### config.mk
export PLATFORM = sky130hd
export DESIGN_NAME = wake_session_ctrl
export DESIGN_NICKNAME = d
export VERILOG_FILES = /design/src/rtl/wsc_pkg.sv /design/src/rtl/wsc_dp.sv /design/src/rtl/wsc_ctrl.sv /design/src/rtl/wake_session_ctrl.sv
export SDC_FILE = /design/constraint.sdc
export NUM_CORES = 1
export LEC_CHECK = 0
export ABC_CLOCK_PERIOD_IN_PS = 4300
export BUFFER_PORTS_ARGS = -buffer_cell sky130_fd_sc_hd__buf_2
export CORE_UTILIZATION = 40
export CTS_CLUSTER_DIAMETER = 100
export DETAILED_ROUTE_END_ITERATION = 10
export GPL_ROUTABILITY_DRIVEN = 0
export SLEW_MARGIN = 10
export SYNTH_ARGS = -nofsm -noshare
export SYNTH_HDL_FRONTEND = slang
export SYNTH_SLANG_ARGS = --single-unit
### constraint.sdc
create_clock -name clk -period 4.3 [get_ports clk]
set_clock_uncertainty 0.2 [all_clocks]
set_input_delay 0.43 -clock clk [delete_from_list [all_inputs] [get_ports clk]]
set_output_delay 0.43 -clock clk [all_outputs]
set_load 0.02 [all_outputs]
### src/rtl/wsc_pkg.sv
package wsc_pkg;
  localparam logic [7:0] FLAG_CMD   = 8'h77;
  localparam logic [7:0] FLAG_XMIT  = 8'h88;
  localparam logic [7:0] FLAG_SLEEP = 8'hCC;
  localparam logic [7:0] STAT_WOKE  = 8'h11;
  localparam logic [7:0] STAT_EXEC  = 8'h0F;
  localparam logic [7:0] STAT_COMM  = 8'hFF;
  localparam logic [7:0] OP_PAUSE   = 8'h01;
  localparam logic [7:0] OP_LONG    = 8'h08;
  localparam logic [7:0] LEN_SHORT  = 8'd7;
  localparam logic [7:0] LEN_LONG   = 8'd39;
  localparam logic [7:0] REPLY_LEN  = 8'd4;
  localparam logic [15:0] CRC_POLY  = 16'h8005;

  typedef enum logic [2:0] {
    S_SLEEP, S_IDLE, S_CMDRX, S_PARSE, S_BUSY, S_SEND, S_PAUSE
  } sessState_t;

  typedef enum logic [1:0] {R_WOKE, R_COMM, R_EXECERR, R_EXEC} respSel_t;

  typedef struct packed {
    logic     clrRx;
    logic     rxByte;
    logic     loadResp;
    respSel_t respSel;
    logic     clrSend;
    logic     advSend;
  } dpStb_t;

  function automatic logic [15:0] crcStep(input logic [15:0] c, input logic [7:0] d);
    logic [15:0] r;
    logic fb;
    r = c;
    for (int i = 0; i < 8; i++) begin
      fb = d[i] ^ r[15];
      r  = {r[14:0], 1'b0};
      if (fb) r = r ^ CRC_POLY;
    end
    return r;
  endfunction

  function automatic logic [7:0] needLen(input logic [7:0] op);
    return (op == OP_LONG) ? LEN_LONG : LEN_SHORT;
  endfunction
endpackage

### src/rtl/wsc_dp.sv
module wsc_dp
  import wsc_pkg::*;
(
  input  logic       clk,
  input  logic       rst_n,
  input  dpStb_t     stb,
  input  logic [7:0] rxData,
  input  logic [7:0] execByte,
  output logic       rxDone,
  output logic       commErr,
  output logic [7:0] opcode,
  output logic [7:0] param1,
  output logic [7:0] txByte,
  output logic       sendLast
);
  logic [7:0]  idx, cntReg, crcLoReg, crcHiReg, respReg;
  logic [15:0] crcAcc, respCrc;
  logic [1:0]  sendIdx;
  logic        isLast;

  assign isLast = stb.rxByte &&
                  ((idx == 8'd0 && rxData < LEN_SHORT) ||
                   (idx != 8'd0 && idx == cntReg - 8'd1));

  always_ff @(posedge clk or negedge rst_n) begin
    if (!rst_n) begin
      idx <= '0; cntReg <= '0; opcode <= '0; param1 <= '0;
      crcLoReg <= '0; crcHiReg <= '0; crcAcc <= '0; rxDone <= 1'b0;
    end else begin
      rxDone <= isLast;
      if (stb.clrRx) begin
        idx <= '0; cntReg <= '0; opcode <= '0; param1 <= '0;
        crcLoReg <= '0; crcHiReg <= '0; crcAcc <= '0;
      end else if (stb.rxByte) begin
        idx <= idx + 8'd1;
        if (idx == 8'd0) cntReg <= rxData;
        if (idx == 8'd1) opcode <= rxData;
        if (idx == 8'd2) param1 <= rxData;
        if (idx == 8'd0 || idx < cntReg - 8'd2) crcAcc <= crcStep(crcAcc, rxData);
        if (idx != 8'd0 && idx == cntReg - 8'd2) crcLoReg <= rxData;
        if (idx != 8'd0 && idx == cntReg - 8'd1) crcHiReg <= rxData;
      end
    end
  end

  assign commErr = (cntReg < LEN_SHORT) || (cntReg != needLen(opcode)) ||
                   ({crcHiReg, crcLoReg} != crcAcc);

  always_ff @(posedge clk or negedge rst_n) begin
    if (!rst_n) begin
      respReg <= STAT_WOKE;
      sendIdx <= '0;
    end else begin
      if (stb.loadResp) begin
        case (stb.respSel)
          R_WOKE:    respReg <= STAT_WOKE;
          R_COMM:    respReg <= STAT_COMM;
          R_EXECERR: respReg <= STAT_EXEC;
          default:   respReg <= execByte;
        endcase
      end
      if (stb.clrSend)      sendIdx <= '0;
      else if (stb.advSend) sendIdx <= sendIdx + 2'd1;
    end
  end

  assign respCrc  = crcStep(crcStep(16'h0000, REPLY_LEN), respReg);
  assign sendLast = (sendIdx == 2'd3);

  always_comb begin
    case (sendIdx)
      2'd0:    txByte = REPLY_LEN;
      2'd1:    txByte = respReg;
      2'd2:    txByte = respCrc[7:0];
      default: txByte = respCrc[15:8];
    endcase
  end

  // the held status must not move while a reply is being sent
  a_r2_resp_held: assert property (@(posedge clk) disable iff (!rst_n)
    (stb.advSend && !stb.loadResp) |=> (respReg == $past(respReg)));
endmodule

### src/rtl/wsc_ctrl.sv
module wsc_ctrl
  import wsc_pkg::*;
#(
  parameter int TMO_CYC   = 650000,
  parameter int WDOG_CYC  = 40000000,
  parameter int PARSE_CYC = 1000
)(
  input  logic       clk,
  input  logic       rst_n,
  input  logic       wakeEvt,
  input  logic       tokenEvt,
  input  logic       illegalTok,
  input  logic       byteValid,
  input  logic [7:0] byteData,
  input  logic [3:0] selFuse,
  input  logic       execDone,
  input  logic       execErr,
  input  logic       txReady,
  input  logic       rxDone,
  input  logic       commErr,
  input  logic [7:0] opcode,
  input  logic [7:0] param1,
  input  logic       sendLast,
  input  logic [7:0] txByte,
  output dpStb_t     stb,
  output logic       txValid,
  output logic       busy,
  output logic       cmdStart,
  output logic       sleepReq
);
  localparam int TW = $clog2(TMO_CYC + 1);
  localparam int WW = $clog2(WDOG_CYC + 1);
  localparam int PW = $clog2(PARSE_CYC + 1);

  sessState_t    state, nxt;
  logic [TW-1:0] tmoCnt;
  logic [WW-1:0] wdCnt;
  logic [PW-1:0] parseCnt;
  logic          poison;
  logic tmoOn, restart, tmoExp, wdExp, sleepFlag, goSleep, parseEnd, selHit;

  assign tmoOn     = (state == S_IDLE) || (state == S_CMDRX);
  assign restart   = tokenEvt && !poison;
  assign tmoExp    = tmoOn && !restart && (tmoCnt == TW'(TMO_CYC - 1));
  assign wdExp     = (state != S_SLEEP) && (wdCnt == WW'(WDOG_CYC - 1));
  assign sleepFlag = (state == S_IDLE) && byteValid && (byteData == FLAG_SLEEP);
  assign goSleep   = (state != S_SLEEP) && (wdExp || tmoExp || sleepFlag);
  assign parseEnd  = (state == S_PARSE) && (parseCnt == PW'(PARSE_CYC - 1));
  assign selHit    = (param1 == 8'h00) || (param1[3:0] == selFuse);

  always_comb begin
    nxt = state;
    stb = '0;
    stb.respSel = R_WOKE;
    cmdStart = 1'b0;
    if (goSleep) begin
      nxt = S_SLEEP;
      stb.clrRx = 1'b1;
      stb.loadResp = 1'b1;
    end else begin
      case (state)
        S_SLEEP: if (wakeEvt) begin
          nxt = S_IDLE;
          stb.clrRx = 1'b1;
          stb.loadResp = 1'b1;
        end
        S_IDLE: if (byteValid) begin
          if (byteData == FLAG_CMD) begin
            nxt = S_CMDRX;
            stb.clrRx = 1'b1;
          end else if (byteData == FLAG_XMIT) begin
            nxt = S_SEND;
            stb.clrSend = 1'b1;
          end
        end
        S_CMDRX: begin
          if (rxDone) nxt = S_PARSE;
          else if (byteValid) stb.rxByte = 1'b1;
        end
        S_PARSE: if (parseEnd) begin
          if (commErr) begin
            nxt = S_IDLE;
            stb.loadResp = 1'b1;
            stb.respSel = R_COMM;
          end else if (opcode == OP_PAUSE) begin
            if (selHit) nxt = S_PAUSE;
            else begin
              nxt = S_IDLE;
              stb.loadResp = 1'b1;
              stb.respSel = R_EXECERR;
            end
          end else begin
            nxt = S_BUSY;
            cmdStart = 1'b1;
          end
        end
        S_BUSY: if (execDone) begin
          nxt = S_IDLE;
          stb.loadResp = 1'b1;
          stb.respSel = execErr ? R_EXECERR : R_EXEC;
        end
        S_SEND: if (txReady) begin
          stb.advSend = 1'b1;
          if (sendLast) nxt = S_IDLE;
        end
        S_PAUSE: nxt = S_PAUSE;
        default: nxt = S_SLEEP;
      endcase
    end
  end

  always_ff @(posedge clk or negedge rst_n) begin
    if (!rst_n) begin
      state <= S_SLEEP; tmoCnt <= '0; wdCnt <= '0; parseCnt <= '0;
      poison <= 1'b0; sleepReq <= 1'b0;
    end else begin
      state    <= nxt;
      sleepReq <= goSleep;
      parseCnt <= (state == S_PARSE) ? parseCnt + PW'(1) : '0;
      tmoCnt   <= (!tmoOn || restart) ? '0 : tmoCnt + TW'(1);
      wdCnt    <= (state == S_SLEEP) ? '0 : wdCnt + WW'(1);
      if (state == S_SLEEP) poison <= 1'b0;
      else if (illegalTok)  poison <= 1'b1;
    end
  end

  assign txValid = (state == S_SEND);
  assign busy    = (state == S_PARSE) || (state == S_BUSY);

  // a reply always opens with the count byte
  a_r2_count_first: assert property (@(posedge clk) disable iff (!rst_n)
    $rose(txValid) |-> (txByte == REPLY_LEN));
  // the sleep request is a single-cycle pulse
  a_r8_sleep_pulse: assert property (@(posedge clk) disable iff (!rst_n)
    sleepReq |=> !sleepReq);
  // no reply can follow a busy cycle
  a_r5_busy_silent: assert property (@(posedge clk) disable iff (!rst_n)
    busy |=> !txValid);
  // execution never ends in sleep unless the session timer fired
  a_r13_busy_no_tmo: assert property (@(posedge clk) disable iff (!rst_n)
    (state == S_BUSY && !wdExp) |=> (state != S_SLEEP));
  // the pause state holds until the session timer fires
  a_r6_pause_hold: assert property (@(posedge clk) disable iff (!rst_n)
    (state == S_PAUSE && !wdExp) |=> (state == S_PAUSE));
  // only a wake leaves sleep
  a_r1_sleep_hold: assert property (@(posedge clk) disable iff (!rst_n)
    (state == S_SLEEP && !wakeEvt) |=> (state == S_SLEEP));
  // parsing begins only after a complete block
  a_r4_parse_entry: assert property (@(posedge clk) disable iff (!rst_n)
    (state == S_CMDRX && !rxDone) |=> (state != S_PARSE));
endmodule

### src/rtl/wake_session_ctrl.sv
module wake_session_ctrl
  import wsc_pkg::*;
#(
  parameter int TMO_CYC   = 650000,
  parameter int WDOG_CYC  = 40000000,
  parameter int PARSE_CYC = 1000
)(
  input  logic       clk,
  input  logic       rst_n,
  input  logic       wakeEvt,
  input  logic       tokenEvt,
  input  logic       illegalTok,
  input  logic       rxValid,
  input  logic [7:0] rxData,
  input  logic [3:0] selFuse,
  input  logic       execDone,
  input  logic       execErr,
  input  logic [7:0] execByte,
  input  logic       txReady,
  output logic       txValid,
  output logic [7:0] txByte,
  output logic       cmdStart,
  output logic [7:0] cmdOpcode,
  output logic [7:0] cmdParam,
  output logic       busy,
  output logic       sleepReq
);
  dpStb_t stb;
  logic   rxDone, commErr, sendLast;

  wsc_ctrl #(.TMO_CYC(TMO_CYC), .WDOG_CYC(WDOG_CYC), .PARSE_CYC(PARSE_CYC)) i_ctrl (
    .clk(clk), .rst_n(rst_n), .wakeEvt(wakeEvt), .tokenEvt(tokenEvt),
    .illegalTok(illegalTok), .byteValid(rxValid), .byteData(rxData),
    .selFuse(selFuse), .execDone(execDone), .execErr(execErr), .txReady(txReady),
    .rxDone(rxDone), .commErr(commErr), .opcode(cmdOpcode), .param1(cmdParam),
    .sendLast(sendLast), .txByte(txByte), .stb(stb), .txValid(txValid),
    .busy(busy), .cmdStart(cmdStart), .sleepReq(sleepReq)
  );

  wsc_dp i_dp (
    .clk(clk), .rst_n(rst_n), .stb(stb), .rxData(rxData), .execByte(execByte),
    .rxDone(rxDone), .commErr(commErr), .opcode(cmdOpcode), .param1(cmdParam),
    .txByte(txByte), .sendLast(sendLast)
  );
endmodule

======== Word level (Yosys, flattened, before mapping) ========
Index checks and enable logic that the tools add are counted.
Widths: inputs -> output; s select.
cells by class
  add/subtract/negate cells ............... 7
  $lt $le $gt $ge ......................... 3
  equal/unequal tests ..................... 34
  multiplexer cells ....................... 111
  bitwise gates (word level) .............. 30
  reduce and logical (&&, ||, !) cells .... 48
operator list
  operator               number
  $mux 16                40
  $mux 8                 17
  $mux 3                 18
  $pmux 8 s3             2
  $not 3->3              15
  $add 26x1->26 const B  1
  $eq 26x26->1 const B   1
  $mux 26                1
  $mux 1                 23
  $pmux 3 s7             1
  $add 20x1->20 const B  1
  $eq 20x20->1 const B   1
  $mux 20                1
  $reduce_bool 2->1      9
  $eq 8x1->1 const B     2
  $eq 8x8->1             2
  $eq 8x8->1 const B     2
  $logic_not 8->1        2
  $lt 8x3->1 const B     2
  $ne 16x16->1           1
  $xor 1x1->1            15
  $logic_and 1x1->1      12
  $ne 3x2->1 const B     4
  $reduce_and 2->1       6
  33 further kinds       54
word-level totals
  bits in registers ....................... 136
  input bits .............................. 29
  output and inout bits ................... 28
  logic and storage cells ................. 249

======== Longest topological paths before layout ========
  word-level depth ........................ 46
  mapped depth ............................ 13
  depth with buffers taken out ............ 11

======== Modules after synthesis ========
A second synthesis with hierarchy kept.
unflattened totals
  cells, all modules ...................... 838
  area total of the unflattened synthesis .. 8066.5 um^2
by module, submodules not included
  module    times used  cells each  area each (um^2)  sequential area each (um^2)
  wsc_dp    1           462         4608.2            1879.3
  wsc_ctrl  1           376         3458.3            1526.5

======== Least setup slack after synthesis ========
OpenSTA, ideal clock, no wires.
  kind .................................... reg-to-reg
  from .................................... register i_dp.cntReg[1]
  to ...................................... register i_dp.crcAcc[7]
  setup time .............................. 0.094 ns
  arrival ................................. 2.919 ns
  required time ........................... 4.006 ns
  setup slack ............................. 1.087 ns
  cell stages (with the launch flop) ...... 13
  buffers on the path ..................... 2
  clock period less this slack ............ 3.213 ns
  cells stage by stage .................... dfrtp_1 inv_1 ha_1 or3b_2 xor2_1 ha_1 a21o_1 a211o_1 o221ai_1 nand3_1 buf_4 buf_4 a211oi_1
between the ends
  longest elaborated chain between the ends .. 5
ends and longest elaborated chain
  what                                RTL line      source
  start: declaration                  wsc_dp.sv:16  logic [7:0] idx, cntReg, crcLoReg, crcHiReg, respReg;
  start signal: assignment            wsc_dp.sv:36  if (idx == 8'd0) cntReg <= rxData;
  $sub 8x2->8                         wsc_dp.sv:39  if (idx == 8'd0 || idx < cntReg - 8'd2) crcAcc <= crcStep(crcAcc, rxData);
  $lt 8x8->1                          wsc_dp.sv:39
  $logic_or 1x1->1                    wsc_dp.sv:39
  $reduce_bool 2->1 (no source line)  --
  $reduce_and 2->1 (no source line)   --
  end signal: assignment              wsc_dp.sv:39
  end: declaration                    wsc_dp.sv:17  logic [15:0] crcAcc, respCrc;
No other way between the ends.
A chain may end at the register's enable or synchronous reset.

======== Worst setup path in the final report ========
  from .................................... register i_dp.cntReg[1]
  to ...................................... register i_dp.crcAcc[15]
The elaborated chain is that of the path after synthesis.

==> impl_table.tex <==
\begin{tabular}{lr}
\hline
Metric & Value \\
\hline
\multicolumn{2}{l}{\textbf{Status}} \\
Run status & completed \\
\multicolumn{2}{l}{\textbf{Clock tree}} \\
Worst skew pair latency & approximately 0.43 ns \\
Clock sinks & 136 \\
Root buffer selected by CTS & sky130\_fd\_sc\_hd\_\_clkbuf\_16 \\
Total of cells resized after clock tree synthesis & 0 \\
Clock tree from TritonCTS & done \\
Maximum count of clock buffers along a single path & 2 \\
Count of H-tree levels built during CTS & 4 \\
Clock buffer count from CTS & 17 \\
Clock edge transition at the registers on the reported setup and hold paths & approximately 0.070 ns \\
\multicolumn{2}{l}{\textbf{Logic synthesis}} \\
Synth Instances & roughly 800 \\
Dominant synthesized flop cell & sky130\_fd\_sc\_hd\_\_dfrtp\_1 \\
Mapped cell area & approximately 0.0079 mm² \\
Post-synth EDFFs & 0 \\
Yosys reg bits & about 140 \\
Sequential cell area fraction in the yosys report & 43.28\% \\
Yosys Warn Count & 0 \\
Count of cell types in the netlist & 64 \\
Synthesized area per cell & 9.631 µm² \\
Syn\_nets & $\sim$870 \\
Post-synth ARST share & 100.0\% \\
\multicolumn{2}{l}{\textbf{Hold path}} \\
Min-Delay Startpoint & illegalTok \\
Instance count along the most critical hold path & 3 \\
Class of the tightest hold or removal check & in2reg \\
Endpoint with the worst hold slack & i\_ctrl.poison \\
\multicolumn{2}{l}{\textbf{GRT}} \\
Maximum number of pins on one net before global-route repair & roughly 100 \\
Wire length of the first global-routing pass & $\sim$30000 µm \\
GR Util All Layers & about a fifth \\
Via count of the first global-routing pass & a little under 6000 \\
Number of antenna violations at the first check in global routing & 0 \\
Congestion Overflow GR & 0 \\
\multicolumn{2}{l}{\textbf{Floorplan}} \\
Die Wd & 142.3 µm \\
Area inside the core boundary & 0.01902 mm² \\
Num ports & 57 \\
Total number of placement rows & 50 \\
Overall die height & between 100 and 150 µm \\
Initial Utilization & between 40\% and 50\% \\
DIE AREA & slightly above 0.02 mm² \\
\multicolumn{2}{l}{\textbf{Setup path}} \\
Slowest stage delay, CP & 0.50 ns \\
Signal arrival time at the worst endpoint & 3.87 ns \\
Critical-path cell list & inv\_1, ha\_1, or3b\_2, xor2\_1, ha\_1, a21o\_1, a211o\_1, o221ai\_1, nand3\_1, nor2b\_1, a221o\_1 \\
Required time worst endpoint & approximately 4.4 ns \\
Reg-to-reg startpoint & i\_dp.cntReg[1] \\
Worst flop-to-flop path endpoint & i\_dp.crcAcc[15] \\
Worst path most repeated cell & sky130\_fd\_sc\_hd\_\_ha\_1 \\
Length in cells of the worst reg-to-reg path & 11 \\
Type of the worst setup path & reg2reg \\
Startpoint Class & flip-flop \\
Crit path max-delay cell type & sky130\_fd\_sc\_hd\_\_or3b\_2 \\
Setup slack of the worst register-to-register path & roughly 0.54 ns \\
Worst setup EP type & flip-flop \\
Start point of the critical path & i\_dp.cntReg[1] \\
Peak fanout along the critical path & 10 \\
\multicolumn{2}{l}{\textbf{Placement}} \\
\# placed instances & around 1100 \\
Post-Place Worst Slack & 0.6122 ns \\
HPWL reported at the end of detailed placement & 12590 µm \\
Number of input and output port buffers inserted & 56 \\
\multicolumn{2}{l}{\textbf{Finish}} \\
Layout Area Growth over Synthesis & 15.26\% \\
Final cell count without fillers & 1142 \\
Count of filler cells inserted in the layout & 1838 \\
Total inserted antenna cells & 0 \\
Commonest cells after routing, fill and taps aside & sky130\_fd\_sc\_hd\_\_nor2\_1, sky130\_fd\_sc\_hd\_\_dfrtp\_1, sky130\_fd\_sc\_hd\_\_xor2\_1, sky130\_fd\_sc\_hd\_\_xnor2\_1, sky130\_fd\_sc\_hd\_\_mux2i\_1 \\
Most common library cell in the layout ignoring fill and taps & sky130\_fd\_sc\_hd\_\_nor2\_1 \\
Final core occ & between 40\% and 50\% \\
Nets & a little over 900 \\
Fraction of final layout cells sized beyond drive strength 1 & 14.29\% \\
\multicolumn{2}{l}{\textbf{Power and ir drop}} \\
Worst vdd rail ir drop & about 280 µV \\
Overall power consumption & 3.728 mW \\
Power density over the cells & 411.1 mW/mm² \\
Leakage power of the design & about 4.6 nW \\
\multicolumn{2}{l}{\textbf{STA}} \\
Rel. slew slack & a little under two fifths \\
Highest clock frequency the design can meet & $\sim$0.27 GHz \\
Final Hold Vio Count & 0 \\
Post-route worst setup slack & roughly 0.54 ns \\
Number of failing setup endpoints in the final timing report & 0 \\
Fin crit share & between 80\% and 90\% \\
Final TNS setup & 0 ns \\
Slew @ Worst Pin & $\sim$0.94 ns \\
Post-layout minimum cycle time & about 3.8 ns \\
Max-slew violation count & 0 \\
Unrepaired setup endpoints after global routing & no \\
\multicolumn{2}{l}{\textbf{Detailed routing}} \\
Ratio of routed vias to standard cells & 5.187 \\
Remaining antenna violation count after routing & 0 \\
Starting DRC count in detailed routing & just under 400 \\
Met3 layer wire length in the routed design & 857 µm \\
Post-DR wirelength/cell & approximately 16 µm \\
Total via count in the routed design & $\sim$5900 \\
Met1 wire length & 8968 µm \\
Count of TritonRoute iterations in the first routing pass & 5 \\
Wirelength, routed & 18190 µm \\
Count of unresolved DRC violations after routing & 0 \\
Met2 wire length & 8070 µm \\
Top Layer Used & met4 \\
\multicolumn{2}{l}{\textbf{Run}} \\
Number of maximum-capacitance violations & 0 \\
\hline
\end{tabular}
==> power breakdown <==
part	total [mW]	internal (mW)	switching, mW	leakage (nW)
clock	1.60	1.01	0.589	0.307
combinational	0.672	0.269	0.403	2.42
sequential	1.46	1.36	0.0965	1.85
total	3.73	2.64	1.09	4.57
==> flip-flops by register name, summed over array words and instances, names as in the netlist <==
register         flops
i_dp.sendIdx         2
i_dp.opcode          8
i_dp.respReg         8
i_dp.rxDone          1
i_ctrl.tmoCnt       20
i_dp.crcAcc         16
i_ctrl.wdCnt        26
i_dp.idx             8
i_ctrl.sleepReq      1
i_dp.cntReg          8
i_dp.crcHiReg        8
i_ctrl.poison        1
i_ctrl.state         3
i_dp.param1          8
i_ctrl.parseCnt     10
i_dp.crcLoReg        8
==> kinds of logic (layout without fill, tap and decap cells) <==
group                    count (synthesis)  in the layout  synth area share (%)
multiplexers                            62             62                 8.221
buffers and inverters                   58            123                 3.212
XOR/XNOR                               116            116                 12.91
flip-flops                             136            136                 43.28
adder cells (fa/ha/maj)                 26             26                 4.134
AO/OA/AOI/OAI                           75             75                 6.186
AND/OR/NAND/NOR                        344            344                 22.05
==> layout make-up <==
type	instances	area, µm²	share of cell area, %
Clock buffer	19	452.9	4.994
Inverter	23	86.33	0.9519
Multi-Input combinational cell	623	4229	46.63
Tap cell	260	325.3	3.587
Clock inverter	13	191.4	2.111
Sequential cell	136	3406	37.55
Timing Repair Buffer	68	379.1	4.180
==> what timing repair did <==
item                      CTS  global route
setup buffers               0             0
hold buffers                1             0
hold endpoints to repair   72             0
==> Yosys cell counts, types with 3 or more instances <==
cell type                  instances  area [µm²]
sky130_fd_sc_hd__a21oi_1          21       105.1
sky130_fd_sc_hd__a21o_1            3       22.52
sky130_fd_sc_hd__o21ai_0          16       80.08
sky130_fd_sc_hd__nand2b_1          5       31.28
sky130_fd_sc_hd__nand4_1          14       87.58
sky130_fd_sc_hd__buf_2            16       80.08
sky130_fd_sc_hd__mux2i_1          56       560.5
sky130_fd_sc_hd__inv_1            23       86.33
sky130_fd_sc_hd__xnor2_1          57       499.2
sky130_fd_sc_hd__a211o_1           3       26.28
sky130_fd_sc_hd__nor4bb_1          4       40.04
sky130_fd_sc_hd__a22oi_1           4       30.03
sky130_fd_sc_hd__ha_1             26       325.3
sky130_fd_sc_hd__a31oi_1           3       18.77
sky130_fd_sc_hd__and3_1           13       81.33
sky130_fd_sc_hd__or2_2             4       25.02
sky130_fd_sc_hd__nor2_1          145       544.3
sky130_fd_sc_hd__and4_1            8       70.07
sky130_fd_sc_hd__nor4_1            8       50.05
sky130_fd_sc_hd__nor2b_1           5       31.28
sky130_fd_sc_hd__xor2_1           59       516.8
sky130_fd_sc_hd__or3_1            10       62.56
sky130_fd_sc_hd__nor4_2            3       37.54
sky130_fd_sc_hd__or4_1             6       45.04
sky130_fd_sc_hd__nand2_1          50       187.7
sky130_fd_sc_hd__and2_1            5       31.28
sky130_fd_sc_hd__dfrtp_1         134        3353
sky130_fd_sc_hd__clkbuf_1         14       52.55
sky130_fd_sc_hd__nand4b_1          5       43.79
sky130_fd_sc_hd__a211oi_1          5       37.54
sky130_fd_sc_hd__nand3_1          31       155.2
sky130_fd_sc_hd__nor3_1           15       75.07
sky130_fd_sc_hd__mux2_4            5       75.07
==> per-layer routing <==
| metal | GRT usage (%) | up-vias |
|---|---|---|
| met5 | 0 | - |
| met4 | 6.735 | 0 |
| met3 | 3.634 | 21 |
| met2 | 29.08 | 136 |
| met1 | 27.91 | 2849 |
| li1 | - | 2918 |
==> worst max-delay path by stage <==
stage / depth (start not counted) / endpoint / slack, ns
after detailed placement: 11 / i_dp.crcAcc[15] / 0.61
after CTS: 11 / i_dp.crcAcc[15] / 0.57
after global routing: 11 / i_dp.crcAcc[15] / 0.33
final: 11 / i_dp.crcAcc[15] / 0.54
after global placement: 11 / i_dp.crcAcc[15] / 0.67
after floorplan: 12 / i_dp.crcAcc[7] / 1.09
==> through the flow <==
step	hold slack [ns]	area, µm²
after floorplan	-0.06559	7869
after global placement	0.2474	8416
after detailed placement	0.2545	8416
after CTS	0.02377	9070
after global routing	0.02968	9070
final	0.02860	9070
==> critical path, delay by kind of cell, from the launching register on <==
| family | cells | cell delay (ns) |
|---|---|---|
| xor+xnor | 1 | 0.16 |
| buf+inv | 1 | 0.14 |
| flops | 1 | 0.43 |
| simple gates | 3 | 1.23 |
| fa+ha+maj | 2 | 0.55 |
| compound gates | 4 | 0.93 |
Note: power is estimated with default switching activity, not from simulation.
